### config.mk
export PLATFORM = sky130hd
export DESIGN_NAME = roic_seq_top
export DESIGN_NICKNAME = d
export VERILOG_FILES = /design/src/rtl/roic_seq_pkg.sv /design/src/rtl/roic_scan_ctrl.sv /design/src/rtl/roic_sel_decode.sv /design/src/rtl/roic_settle_pipe.sv /design/src/rtl/roic_seq_top.sv
export SDC_FILE = /design/constraint.sdc
export NUM_CORES = 1
export LEC_CHECK = 0
export CAP_MARGIN = 20
export CORE_ASPECT_RATIO = 0.7
export CORE_MARGIN = 2
export CORE_UTILIZATION = 50
export CTS_BUF_LIST = sky130_fd_sc_hd__clkbuf_2
export DETAILED_ROUTE_END_ITERATION = 6
export GPL_TIMING_DRIVEN = 0
export PLACE_DENSITY_LB_ADDON = 0.15
export SKIP_CTS_REPAIR_TIMING = 1
export SLEW_MARGIN = 20
export SYNTH_ARGS = -nofsm -noshare
export SYNTH_HDL_FRONTEND = slang
export SYNTH_SLANG_ARGS = --single-unit
### constraint.sdc
create_clock -name clk -period 6.7 [get_ports clk]
set_clock_uncertainty 0.2 [all_clocks]
set_input_delay 0.67 -clock clk [delete_from_list [all_inputs] [get_ports clk]]
set_output_delay 0.67 -clock clk [all_outputs]
set_load 0.02 [all_outputs]
### src/rtl/roic_seq_pkg.sv
package roic_seq_pkg;

  // Index width for a count of items; never below one bit.
  function automatic int unsigned idx_w(input int unsigned n);
    return (n > 1) ? $clog2(n) : 1;
  endfunction

  // Slots in one frame: the programmed period, but never shorter than the scan.
  function automatic logic [31:0] eff_period(input logic [31:0] fp, input logic [31:0] npix);
    return (fp < npix) ? npix : fp;
  endfunction

  // Flat position of pixel (r,c) in the per-pixel select vector.
  function automatic int unsigned pix_index(input int unsigned r, input int unsigned c,
                                            input int unsigned cols);
    return r * cols + c;
  endfunction

endpackage

### src/rtl/roic_scan_ctrl.sv
module roic_scan_ctrl
  import roic_seq_pkg::*;
#(
  parameter int ROWS = 4,
  parameter int COLS = 4,
  parameter int FPW  = 16
) (
  input  logic                      clk,
  input  logic                      rst,
  input  logic                      enable,
  input  logic [FPW-1:0]            frame_period,
  output logic                      scanning,
  output logic                      frame_start,
  output logic                      frame_last,
  output logic [idx_w(ROWS)-1:0]    row_idx,
  output logic [idx_w(COLS)-1:0]    col_idx
);
  localparam int NPIX = ROWS * COLS;
  localparam int RW   = idx_w(ROWS);
  localparam int CW   = idx_w(COLS);
  localparam int NPW  = $clog2(NPIX + 1);
  localparam int SW   = (FPW > NPW) ? FPW : NPW;

  logic          active_q;
  logic [SW-1:0] slot_q;
  logic [RW-1:0] row_q;
  logic [CW-1:0] col_q;
  logic [31:0]   len_slots;
  logic          line_end;
  logic          scan_end;

  assign len_slots   = eff_period(32'(frame_period), 32'(NPIX));
  assign frame_last  = active_q && (32'(slot_q) >= (len_slots - 32'd1));
  assign scanning    = active_q && (32'(slot_q) < 32'(NPIX));
  assign frame_start = active_q && (slot_q == '0);
  assign line_end    = (col_q == CW'(COLS - 1));
  assign scan_end    = line_end && (row_q == RW'(ROWS - 1));
  assign row_idx     = row_q;
  assign col_idx     = col_q;

  always_ff @(posedge clk) begin
    if (rst) begin
      active_q <= 1'b0;
      slot_q   <= '0;
      row_q    <= '0;
      col_q    <= '0;
    end else if (!active_q) begin
      if (enable) begin
        active_q <= 1'b1;
        slot_q   <= '0;
        row_q    <= '0;
        col_q    <= '0;
      end
    end else if (frame_last) begin
      // frame boundary: the only point where enable is honoured
      active_q <= enable;
      slot_q   <= '0;
      row_q    <= '0;
      col_q    <= '0;
    end else begin
      slot_q <= slot_q + SW'(1);
      if (scanning) begin
        if (line_end) begin
          col_q <= '0;
          row_q <= scan_end ? '0 : row_q + RW'(1);
        end else begin
          col_q <= col_q + CW'(1);
        end
      end
    end
  end

endmodule

### src/rtl/roic_sel_decode.sv
module roic_sel_decode
  import roic_seq_pkg::*;
#(
  parameter int ROWS = 4,
  parameter int COLS = 4
) (
  input  logic                   scanning,
  input  logic [idx_w(ROWS)-1:0] row_idx,
  input  logic [idx_w(COLS)-1:0] col_idx,
  output logic [ROWS-1:0]        row_sel,
  output logic [COLS-1:0]        col_sel,
  output logic [ROWS*COLS-1:0]   pix_sel
);
  localparam int RW = idx_w(ROWS);
  localparam int CW = idx_w(COLS);

  for (genvar r = 0; r < ROWS; r++) begin : g_row
    assign row_sel[r] = scanning && (row_idx == RW'(r));
  end

  for (genvar c = 0; c < COLS; c++) begin : g_col
    assign col_sel[c] = scanning && (col_idx == CW'(c));
  end

  // each pixel switch closes only where its row line and column line cross
  for (genvar r = 0; r < ROWS; r++) begin : g_pr
    for (genvar c = 0; c < COLS; c++) begin : g_pc
      assign pix_sel[pix_index(r, c, COLS)] = row_sel[r] & col_sel[c];
    end
  end

endmodule

### src/rtl/roic_settle_pipe.sv
module roic_settle_pipe
  import roic_seq_pkg::*;
#(
  parameter int ROWS   = 4,
  parameter int COLS   = 4,
  parameter int SETTLE = 2
) (
  input  logic                   clk,
  input  logic                   rst,
  input  logic                   scanning,
  input  logic [idx_w(ROWS)-1:0] row_idx,
  input  logic [idx_w(COLS)-1:0] col_idx,
  output logic                   sample_evt,
  output logic                   clear_evt,
  output logic [COLS-1:0]        lsync,
  output logic [COLS-1:0]        col_rst,
  output logic [idx_w(ROWS)-1:0] pix_row,
  output logic [idx_w(COLS)-1:0] pix_col
);
  localparam int RW     = idx_w(ROWS);
  localparam int CW     = idx_w(COLS);
  localparam int STAGES = SETTLE + 1;

  // stage k holds the select issued k+1 cycles ago
  logic          v_q [STAGES];
  logic [RW-1:0] r_q [STAGES];
  logic [CW-1:0] c_q [STAGES];

  always_ff @(posedge clk) begin
    if (rst) begin
      for (int k = 0; k < STAGES; k++) begin
        v_q[k] <= 1'b0;
        r_q[k] <= '0;
        c_q[k] <= '0;
      end
    end else begin
      v_q[0] <= scanning;
      r_q[0] <= row_idx;
      c_q[0] <= col_idx;
      for (int k = 1; k < STAGES; k++) begin
        v_q[k] <= v_q[k-1];
        r_q[k] <= r_q[k-1];
        c_q[k] <= c_q[k-1];
      end
    end
  end

  assign sample_evt = v_q[SETTLE-1];
  assign clear_evt  = v_q[SETTLE];
  assign pix_row    = sample_evt ? r_q[SETTLE-1] : '0;
  assign pix_col    = sample_evt ? c_q[SETTLE-1] : '0;

  for (genvar c = 0; c < COLS; c++) begin : g_strobe
    assign lsync[c]   = sample_evt && (c_q[SETTLE-1] == CW'(c));
    assign col_rst[c] = clear_evt  && (c_q[SETTLE]   == CW'(c));
  end

endmodule

### src/rtl/roic_seq_top.sv
module roic_seq_top
  import roic_seq_pkg::*;
#(
  parameter int ROWS   = 4,
  parameter int COLS   = 4,
  parameter int SETTLE = COLS - 2,
  parameter int FPW    = 16
) (
  input  logic                   clk,
  input  logic                   rst,
  input  logic                   enable,
  input  logic [FPW-1:0]         frame_period,
  output logic [ROWS-1:0]        row_sel,
  output logic [COLS-1:0]        col_sel,
  output logic [ROWS*COLS-1:0]   pix_sel,
  output logic [COLS-1:0]        lsync,
  output logic [COLS-1:0]        col_rst,
  output logic                   frame_start,
  output logic                   pixel_valid,
  output logic [idx_w(ROWS)-1:0] pix_row,
  output logic [idx_w(COLS)-1:0] pix_col
);
  localparam int RW = idx_w(ROWS);
  localparam int CW = idx_w(COLS);

  // Elaboration guard: a bus reset must finish before the same bus is selected again.
  if (SETTLE < 1 || SETTLE + 1 >= COLS || FPW > 31 || ROWS < 1) begin : g_bad_cfg
    $error("roic_seq_top: need 1 <= SETTLE and SETTLE+1 < COLS, FPW <= 31");
  end

  logic          scanning;
  logic          frame_last;
  logic          sample_evt;
  logic          clear_evt;
  logic [RW-1:0] row_idx;
  logic [CW-1:0] col_idx;

  roic_scan_ctrl #(.ROWS(ROWS), .COLS(COLS), .FPW(FPW)) u_ctrl (
    .clk          (clk),
    .rst          (rst),
    .enable       (enable),
    .frame_period (frame_period),
    .scanning     (scanning),
    .frame_start  (frame_start),
    .frame_last   (frame_last),
    .row_idx      (row_idx),
    .col_idx      (col_idx)
  );

  roic_sel_decode #(.ROWS(ROWS), .COLS(COLS)) u_dec (
    .scanning (scanning),
    .row_idx  (row_idx),
    .col_idx  (col_idx),
    .row_sel  (row_sel),
    .col_sel  (col_sel),
    .pix_sel  (pix_sel)
  );

  roic_settle_pipe #(.ROWS(ROWS), .COLS(COLS), .SETTLE(SETTLE)) u_pipe (
    .clk        (clk),
    .rst        (rst),
    .scanning   (scanning),
    .row_idx    (row_idx),
    .col_idx    (col_idx),
    .sample_evt (sample_evt),
    .clear_evt  (clear_evt),
    .lsync      (lsync),
    .col_rst    (col_rst),
    .pix_row    (pix_row),
    .pix_col    (pix_col)
  );

  assign pixel_valid = sample_evt;

endmodule

=== Word-level counts from Yosys, hierarchy flattened ===
Memory sizes are Yosys's and may differ from the RTL's.
Cells that the tools add are included.

* Add/sub/neg operators: 4
* Order comparisons: 3
* Equality and inequality tests: 14
* Multiplexer cells: 31
* Bitwise gates (word level): 25
* Reduce and logical (&&, ||, !) cells: 28

{| class="wikitable"
|+ Operator list
! kind !! count
|-
| 2-to-1 mux 16 bit || 4
|-
| 2-to-1 mux 2 bit || 18
|-
| greater-or-equal comparator 16 x 32 -> 1 bit || 1
|-
| less-than comparator 16 x 5 -> 1 bit (second input constant) || 2
|-
| subtractor 32 x 1 -> 32 bit (second input constant) || 1
|-
| logical AND 1 bit || 20
|-
| adder 16 x 1 -> 16 bit (second input constant) || 1
|-
| AND 1 bit || 16
|-
| equality test 2 bit (second input constant) || 8
|-
| logical NOT 16 bit || 1
|-
| 2-to-1 mux 1 bit || 9
|-
| OR 1 bit || 9
|-
| equality test 2 x 1 -> 1 bit (second input constant) || 4
|-
| logical NOT 2 bit || 4
|-
| adder 2 x 1 -> 2 bit (second input constant) || 2
|-
| inequality test 3 x 2 -> 1 bit (second input constant) || 1
|-
| inequality test 3 bit (second input constant) || 1
|-
| AND reduction 3 bit || 1
|-
| AND reduction 2 bit || 1
|-
| nonzero test 2 bit || 1
|}

* Flip-flop bits (word level): 21
* Bits in writable memories: 15
* Memories kept: 3

{| class="wikitable"
|+ Memories
! memory !! depth !! width !! rd ports !! clocked after Yosys merged registers in !! write ports !! line !! RTL
|-
| u_pipe.c_q || 3 || 2 || 3 || 0 || 3 || roic_settle_pipe.sv:27 || <nowiki>logic [CW-1:0] c_q [STAGES];</nowiki>
|-
| u_pipe.r_q || 3 || 2 || 2 || 0 || 3 || roic_settle_pipe.sv:26 || <nowiki>logic [RW-1:0] r_q [STAGES];</nowiki>
|-
| u_pipe.v_q || 3 || 1 || 3 || 0 || 3 || roic_settle_pipe.sv:25 || <nowiki>logic v_q [STAGES];</nowiki>
|}

=== Depth between registers and ports, before layout ===
Gate-level depths: netlist (run 1).

* Depth in word-level cells: 7
* Mapped depth: 18
* Mapped depth without buffers: 16

=== Hierarchy ===
Synthesis (run 1) repeated with hierarchy kept, for this count alone.

* Cells, all modules: 299
* Area total of the unflattened synthesis: 2,413.6 µm²

{| class="wikitable"
|+ Modules (own cells, without submodules)
! module !! times used !! cells an instance !! area an instance (µm²) !! seq. area each (µm²)
|-
| roic_scan_ctrl || 1 || 228 || 1,779.2 || 420.4
|-
| roic_settle_pipe || 1 || 39 || 481.7 || 260.2
|-
| roic_sel_decode || 1 || 32 || 152.6 || 0.0
|}

=== Worst setup path before layout (run 1) ===
No wires, ideal clock.

* Kind: input port to flip-flop
* From: input frame_period[7]
* To: register u_ctrl.slot_q[7]
* Setup time: 74 ps
* Data arrival time: 4,376 ps
* Required time: 6,426 ps
* Path slack: 2,050 ps
* Stages on the path: 17
* Cell sequence: or3_4 -> or4_1 -> clkbuf_1 -> nand2_1 -> ha_1 -> nand3_1 -> or4_4 -> nor3_2 -> xnor2_1 -> ha_1 -> a21o_1 -> a211oi_2 -> o211ai_1 -> o21ai_2 -> buf_4 -> nand2_1 -> a31oi_1

* Cells in the longest elaborated chain, start to end: 7

{| class="wikitable"
|+ Ends and longest elaborated chain
! item !! line !! RTL
|-
| start, declared || roic_seq_top.sv:12 || <nowiki>input logic [FPW-1:0] frame_period,</nowiki>
|-
| less-than comparator 16 x 5 -> 1 bit || roic_seq_pkg.sv:10 || <nowiki>return (fp < npix) ? npix : fp;</nowiki>
|-
| 2-to-1 mux 16 bit * || roic_seq_pkg.sv:10 ||
|-
| subtractor 32 x 1 -> 32 bit * || roic_scan_ctrl.sv:33 || <nowiki>assign frame_last = active_q && (32'(slot_q) >= (len_slots - 32'd1));</nowiki>
|-
| greater-or-equal comparator 16 x 32 -> 1 bit * || roic_scan_ctrl.sv:33 ||
|-
| logical AND 1 bit * || roic_scan_ctrl.sv:33 ||
|-
| 2-to-1 mux 16 bit * || roic_scan_ctrl.sv:54 || <nowiki>end else if (frame_last) begin</nowiki>
|-
| 2-to-1 mux 16 bit * || roic_scan_ctrl.sv:47 || <nowiki>end else if (!active_q) begin</nowiki>
|-
| end signal, assigned || roic_scan_ctrl.sv:61 || <nowiki>slot_q <= slot_q + SW'(1);</nowiki>
|-
| end, declared || roic_scan_ctrl.sv:25 || <nowiki>logic [SW-1:0] slot_q;</nowiki>
|}

Mark *: on every way between the ends. The rest lies on a longest branch, timed or not.
A chain may end at the register's enable or synchronous reset.

=== Worst setup path after layout (run 1) ===
* From: input frame_period[12]
* To: register u_ctrl.slot_q[14]

The elaborated chain is that of the path after synthesis.

==> impl_summary.log, run 1 <==
INFO  metric std_cell_rows = 21
INFO  metric route.antenna.remaining_nets = 0
INFO  metric grt_first_pass_wirelength = 10600 um
INFO  metric viasPerCell = 5.53
INFO  metric antenna_found_initial = 0
INFO  metric setup_repair_after_global_routing_missed_its_margin = false
INFO  metric slowest_stage_delay_cp = 0.48 ns
INFO  metric synth_edf_count = 0
INFO  metric finalNetCount = 423
INFO  metric cp.arrival = 5.52 ns
INFO  metric routed_wl = 6200 um
INFO  metric wl_per_cell = 13.9 um
INFO  metric worstMarginPinSlew = 0.480 ns
INFO  metric final-hold-violation-count = 0
INFO  metric cts.clk_slew.worst_paths = 0.19 ns
INFO  metric most_frequent_cells_in_the_layout = sky130_fd_sc_hd__clkdlybuf4s50_1, sky130_fd_sc_hd__nor2_1, sky130_fd_sc_hd__dfxtp_1, sky130_fd_sc_hd__ha_1, sky130_fd_sc_hd__nand2_1
INFO  metric drive_above_1_share = 5.31%
INFO  metric drt_iter0_markers = 194
INFO  metric final_worst_hold_slack = 0.258 ns
INFO  metric placement.io_buffers = 56
INFO  metric tritoncts.num_buffers = 5
INFO  metric worstSetupStartpointType = primary input
INFO  metric setup_viol = 0
INFO  metric leftover_overflow_at_the_end_of_global_routing = 0
INFO  metric reg2reg_setup_slack = 3.94 ns
INFO  metric fmax = 185 MHz
INFO  metric gp_congestion = 0.824
INFO  metric yosysUniqueCellTypes = 48
INFO  metric worst_path_most_repeated_cell = sky130_fd_sc_hd__nand2_1
INFO  metric postSynthAreaPerCell = 7.87 um2
INFO  metric seq_area_frac_synth = 27.6%
INFO  metric antenna_cells_inserted = 0
INFO  metric cp.required = 6.82 ns
INFO  metric net_count_after_synthesis = 360
INFO  metric grt_max_degree = 13
INFO  metric worstPathMaxFanout = 10
INFO  metric synth-main-ff-cell = sky130_fd_sc_hd__dfxtp_1
INFO  metric clock_sinks = 34
INFO  metric maxCapViolCount = 0
INFO  metric grt_pass1_vias = 2160
INFO  metric die_h = 62.7 um
INFO  metric power.ir.vdd_worst = 0.132 mV
INFO  metric fin_total_pwr = 0.000440 W
INFO  metric finalMaxSlewViolations = 0
INFO  metric power_density = 139 nW/um2
INFO  metric die_area = 5510 um2
INFO  metric fin_crit_sh = 80.5%
INFO  metric netlist_instances = 313
INFO  metric utilization = 66.9%
INFO  metric dp_hpwl = 4840 um
INFO  metric worst-setup-path-type = primary input to flop
INFO  metric synth-warning-count = 0
INFO  metric io_pins = 57
INFO  metric final_period_minus_worst_setup_slack = 5.39 ns
INFO  metric cts-root-to-sink-buffers = 2
INFO  metric drc = 0
INFO  metric design.core.area = 4760 um2
INFO  metric layout.cells.most_common = sky130_fd_sc_hd__clkdlybuf4s50_1
INFO  metric synth.cell_area = 2460 um2
INFO  metric cts-root-buf = sky130_fd_sc_hd__clkbuf_2
INFO  metric p_leak = 1.29 nW
INFO  metric ys_seq_elements = 34
INFO  metric critical_path.cell_chain = clkdlybuf4s50_1 -> nor3_1 -> nand2_1 -> or4_1 -> clkbuf_1 -> nand2_1 -> ha_1 -> nand3_1 -> or4_4 -> nor3_2 -> xnor2_1 -> ha_1 -> a21o_1 -> a211oi_2 -> o21ai_1 -> o21ai_2 -> buf_2 -> nand2_1 -> a31oi_1
INFO  metric gr-usage-all-layers = 23.8%
INFO  metric floorplan.die.width = 87.9 um
INFO  metric tns = 0 ns
INFO  metric asyncSetResetFlopFracSynth = 0%
INFO  metric htreeDepth = 2
INFO  metric via_total_after_detailed_routing = 2466
INFO  metric min_path_type = flop to flop
INFO  metric crit_path_end_kind = flop
INFO  metric status = finished, final reports clean
INFO  metric area.growth.synth_to_final = 29.1%
INFO  metric detail_route.first_pass.iterations = 5
INFO  metric tritoncts_clock_tree = built
INFO  metric maxSlewHeadroom = 68.0%
INFO  metric floorplan.initialDensity = 51.8%
INFO  metric clock_insertion_delay_worst_skew = 0.38 ns
INFO  metric cpMaxStageDelayCell = sky130_fd_sc_hd__clkdlybuf4s50_1
-- kinds of logic (layout without fill, tap and decap cells) --
family                     after synthesis  after routing  share of synthesized area [%]
DFF                                     34             34                           27.6
xor gates and xnor gates                10             10                           3.56
buffers and inverters                   20             84                           3.35
and+or+nand+nor                        164            164                           36.2
adders and majority gates               28             28                           14.2
AOI/OAI and AO/OA                       57             57                           15.0
-- final cells by class --
cell class	instances	area [um2]
Multi-Input combinational cell	259	1700
Fill cell	415	1580
Sequential cell	34	681
Timing Repair Buffer	56	561
Tap cell	69	86.3
Buffer	11	48.8
Clock inverter	3	45.0
Inverter	9	33.8
Clock buffer	5	25.0
-- metal layers --
metal	wire [um]	global-route usage, %	share of wire [%]
met2	2550	33.1	41
met3	435	6.34	7.0
met4	37	5.19	0.60
met1	3170	36.4	51
met5	0	0	0
-- power breakdown --
group          total [W]  switching, W  internal [W]
combinational  0.0000897     0.0000504     0.0000393
clock           0.000139     0.0000760     0.0000627
sequential      0.000212    0.00000516      0.000207
-- state kept, by name (all words and copies together) (netlist names) --
register,cells
u_ctrl.active_q,1
u_ctrl.col_idx,2
u_ctrl.row_idx,2
u_ctrl.slot_q,16
u_pipe.c_q,6
u_pipe.r_q,4
u_pipe.v_q,3
-- critical path: cells and delay by family --
kind	cells	cell delay, ns
and+or+nand+nor	8	1.96
AOI/OAI and AO/OA	5	1.21
buffers and inverters	3	0.97
adders and majority gates	2	0.54
xor gates and xnor gates	1	0.15
-- synthesized netlist by cell type, drive strengths merged (2+ instances only) --
| library cell | instances | area share [%] |
|---|---|---|
| or3 | 2 | 0.71 |
| a21o | 2 | 0.61 |
| and3b | 2 | 0.71 |
| o211ai | 2 | 0.61 |
| xor2 | 5 | 1.8 |
| nand2 | 26 | 4.0 |
| nor4 | 3 | 1.0 |
| nand3 | 13 | 2.6 |
| nor2 | 35 | 5.3 |
| nor3b | 3 | 0.91 |
| ha | 28 | 14 |
| and3 | 22 | 5.6 |
| o31ai | 2 | 0.61 |
| a211oi | 2 | 0.81 |
| or4 | 3 | 1.1 |
| xnor2 | 5 | 1.8 |
| o21ai | 12 | 2.7 |
| clkbuf | 7 | 1.1 |
| and2 | 16 | 4.1 |
| nand3b | 2 | 0.61 |
| a22oi | 2 | 0.61 |
| dfxtp | 34 | 28 |
| o41ai | 4 | 1.4 |
| inv | 9 | 1.4 |
| and4 | 4 | 1.4 |
| buf | 4 | 0.91 |
| a21oi | 14 | 2.8 |
| nor2b | 9 | 2.3 |
| a31oi | 12 | 3.0 |
| nand4 | 7 | 1.8 |
| nand2b | 4 | 1.0 |
| nor3 | 11 | 2.4 |
-- path summary, 6_finish.rpt --
path / startpoint / end / depth (start not counted)
hold / removal: u_pipe.r_q[0][0]$_SDFF_PP0_ / u_pipe.r_q[0][2]$_SDFF_PP0_ / 1
setup reg to reg: u_ctrl.slot_q[7]$_SDFFE_PP0P_ / u_ctrl.slot_q[14]$_SDFFE_PP0P_ / 8
setup / recovery: frame_period[12] / u_ctrl.slot_q[14]$_SDFFE_PP0P_ / 19
hold reg to reg: u_pipe.r_q[0][0]$_SDFF_PP0_ / u_pipe.r_q[0][2]$_SDFF_PP0_ / 1
-- metrics by stage --
step	std cells	setup slack (ns)	area [um2]
after floorplan	313	2.05	2460
after global placement	438	1.04	3110
after detailed placement	438	0.934	3110
final	446	1.31	3180
after CTS	446	1.34	3180
after global routing	446	0.910	3180
No activity file was read; power rests on OpenSTA's default activity.
==> run 2, diff against run 1 <==
Settings changed: CORE_UTILIZATION 50 to 47.
Clock period 6.7 ns to 4.58 ns, I/O delays scaled along.
==> run 2 against run 1 <==
- die area grew 6.0%
- first-iteration DRC count grew 25%
- flip-flop and latch count is the same
- sequential power grew 46%
- cell area grew 6.7%
- register-to-register slack lost 2.0 ns
- clock-buffer cell count is the same
- combinational power grew 68%
- critical endpoint is now u_ctrl.slot_q[7]$_SDFFE_PP0P_
- highest routed layer unchanged
==> impl_summary.log, run 2 (synthesis results as in run 1) <==
INFO  metric multiInputGateArea = 1800 um2
INFO  metric layout.cells.most_common = sky130_fd_sc_hd__clkdlybuf4s50_1
INFO  metric worst-setup-path-type = primary input to flop
INFO  metric power.switching = 0.000198 W
INFO  metric drive_above_1_share = 10.6%
INFO  metric leftover_overflow_at_the_end_of_global_routing = 0
INFO  metric cts.clk_slew.worst_paths = 0.20 ns
INFO  metric ff_latch_area = 681 um2
INFO  metric detail_route.first_pass.iterations = 4
INFO  metric setup_viol = 0
INFO  metric htreeDepth = 2
INFO  metric final-hold-violation-count = 0
INFO  metric cts-root-to-sink-buffers = 2
INFO  metric die_h = 64.6 um
INFO  metric met2WireLength = 2800 um
INFO  metric design.core.area = 5150 um2
INFO  metric utilization = 65.9%
INFO  metric maxCapViolCount = 0
INFO  metric worst_r2r_path_cells = 8
INFO  metric drc = 0
INFO  metric final_worst_hold_slack = 0.259 ns
INFO  metric grt_pass1_vias = 2268
INFO  metric dp_hpwl = 4940 um
INFO  metric min_path_type = flop to flop
INFO  metric worstHoldPathCells = 1
INFO  metric worstSetupStartpointType = primary input
INFO  metric fin_total_pwr = 0.000661 W
INFO  metric tritoncts_clock_tree = built
INFO  metric drt_iter0_markers = 243
INFO  metric worstPathMaxFanout = 8
INFO  metric largestRegisters = u_ctrl.slot_q (16), u_pipe.c_q (6), u_pipe.r_q (4)
INFO  metric pre_cts_slack = -0.883 ns
INFO  metric seqPwrFrac = 46.9%
INFO  metric route.layer.met1.wl = 3290 um
INFO  metric finalMaxSlewViolations = 0
INFO  metric cp.required = 4.72 ns
INFO  metric finalNetCount = 432
INFO  metric floorplan.die.width = 90.5 um
INFO  metric maxUsedRoutingLayer = met4
INFO  metric io_pins = 57
INFO  metric placement.io_buffers = 56
INFO  metric fmax = 224 MHz
INFO  metric grt_max_degree = 12
INFO  metric std_cell_rows = 22
INFO  metric status = finished, final reports clean
INFO  metric fraction_of_power_consumed_by_the_clock_network = 30.3%
INFO  metric wl_per_cell = 14.4 um
INFO  metric viasPerCell = 5.55
INFO  metric crit_path_end_kind = flop
INFO  metric antenna_found_initial = 0
INFO  metric worstMarginPinSlew = 0.515 ns
INFO  metric comb_power_share = 22.8%
INFO  metric power.ir.vdd_worst = 0.153 mV
INFO  metric area.growth.synth_to_final = 37.8%
INFO  metric fillerInstances = 464
INFO  metric most_frequent_cells_in_the_layout = sky130_fd_sc_hd__clkdlybuf4s50_1, sky130_fd_sc_hd__dfxtp_1, sky130_fd_sc_hd__nor2_1, sky130_fd_sc_hd__ha_1, sky130_fd_sc_hd__nand2_1
INFO  metric fin_crit_sh = 97.6%
INFO  metric via_total_after_detailed_routing = 2540
INFO  metric p_leak = 1.47 nW
INFO  metric max_flop_register = u_ctrl.slot_q
INFO  metric die_area = 5840 um2
INFO  metric number_of_flip_flops_under_the_largest_register_name = 16
INFO  metric gp_congestion = 0.816
INFO  metric power_switching_share = 29.9%
INFO  metric route.antenna.remaining_nets = 0
INFO  metric timing.final.ws_setup = 0.110 ns
INFO  metric floorplan.initialDensity = 47.8%
INFO  metric clock_sinks = 34
INFO  metric tritoncts.num_buffers = 5
INFO  metric clock_insertion_delay_worst_skew = 0.39 ns
INFO  metric dr_wl_met3 = 460 um
INFO  metric intPower = 0.000463 W
INFO  metric routed_wl = 6600 um
INFO  metric gr-usage-all-layers = 22.2%
INFO  metric cp.arrival = 4.61 ns
INFO  metric antenna_cells_inserted = 0
INFO  metric power_density = 195 nW/um2
INFO  metric cts-root-buf = sky130_fd_sc_hd__clkbuf_2
INFO  metric grt_first_pass_wirelength = 10600 um
INFO  metric maxSlewHeadroom = 65.7%
INFO  metric final_period_minus_worst_setup_slack = 4.47 ns
==> run 2: cell count changes in the layout (fill, tap and decap cells not counted), moves of 2 or more <==
cell,previous run,this run
sky130_fd_sc_hd__buf_4,1,8
sky130_fd_sc_hd__clkdlybuf4s50_1,56,46
sky130_fd_sc_hd__nor2_2,0,2
sky130_fd_sc_hd__nand2_4,0,2
sky130_fd_sc_hd__nand2_1,26,24
sky130_fd_sc_hd__o41ai_2,0,2
sky130_fd_sc_hd__o41ai_1,4,2
sky130_fd_sc_hd__buf_6,0,4
sky130_fd_sc_hd__clkinvlp_4,2,0
sky130_fd_sc_hd__clkinv_2,0,2
sky130_fd_sc_hd__nor2_1,35,33
sky130_fd_sc_hd__nor3_4,0,2
sky130_fd_sc_hd__dlymetal6s2s_1,0,10
==> run 2: per-layer routing <==
layer  vias up  GRT usage, %
li1       1280             -
met1      1179          32.6
met2        74          33.0
met3         7          5.23
met4         0          4.62
met5         -             0
==> run 2: worst max-delay path, cell delays in order <==
cell and delay [ns]:
sky130_fd_sc_hd__clkdlybuf4s50_1 0.46, sky130_fd_sc_hd__nor2_2 0.13, sky130_fd_sc_hd__nand2_1 0.10, sky130_fd_sc_hd__or4_4 0.56, sky130_fd_sc_hd__nand2_4 0.10, sky130_fd_sc_hd__ha_4 0.16
sky130_fd_sc_hd__nand3_4 0.08, sky130_fd_sc_hd__or4_4 0.53, sky130_fd_sc_hd__nor3_4 0.18, sky130_fd_sc_hd__xnor2_1 0.14, sky130_fd_sc_hd__ha_1 0.29, sky130_fd_sc_hd__a21o_1 0.20
sky130_fd_sc_hd__a211oi_4 0.29, sky130_fd_sc_hd__o211ai_1 0.20, sky130_fd_sc_hd__o21ai_4 0.33, sky130_fd_sc_hd__buf_4 0.20, sky130_fd_sc_hd__nand2_1 0.05, sky130_fd_sc_hd__a31oi_1 0.16
==> run 2: area by class of cell <==
| class | instances | share of cell area, % |
|---|---|---|
| multi-input combinational | 259 | 53.1 |
| sequential | 34 | 20.1 |
| timing repair buffer | 66 | 19.7 |
| tap | 72 | 2.65 |
| buffer | 10 | 1.62 |
| clock inverter | 3 | 1.18 |
| inverter | 9 | 0.996 |
| clock buffer | 5 | 0.737 |
==> run 2: power groups by stage <==
stage          clock network, W   logic, W  registers [W]
6_report               0.000200   0.000151       0.000310
4_1_cts                0.000202   0.000130       0.000310
3_5_place_dp                  0   0.000129       0.000316
5_1_grt                0.000214   0.000167       0.000311
3_3_place_gp                  0   0.000127       0.000316
2_1_floorplan                 0  0.0000769       0.000314
==> run 2: path summary, 6_finish.rpt <==
check	from	end	slack, ns
worst max register to register	u_ctrl.slot_q[7]$_SDFFE_PP0P_	u_ctrl.row_idx[1]$_SDFFE_PP0P_	1.94
worst min-delay path	u_pipe.c_q[0][1]$_SDFF_PP0_	u_pipe.c_q[0][3]$_SDFF_PP0_	0.26
worst max-delay path	frame_period[14]	u_ctrl.slot_q[7]$_SDFFE_PP0P_	0.11
worst min register to register	u_pipe.c_q[0][1]$_SDFF_PP0_	u_pipe.c_q[0][3]$_SDFF_PP0_	0.26
==> run 2: through the flow <==
step	cells	TNS (ns)	area [um2]
finish	458	0	3390
global route	458	-0.0981	3390
CTS	449	-7.99	3180
detailed placement	441	-16.51	3110
global placement	441	-16.12	3110
floorplan	313	0	2460
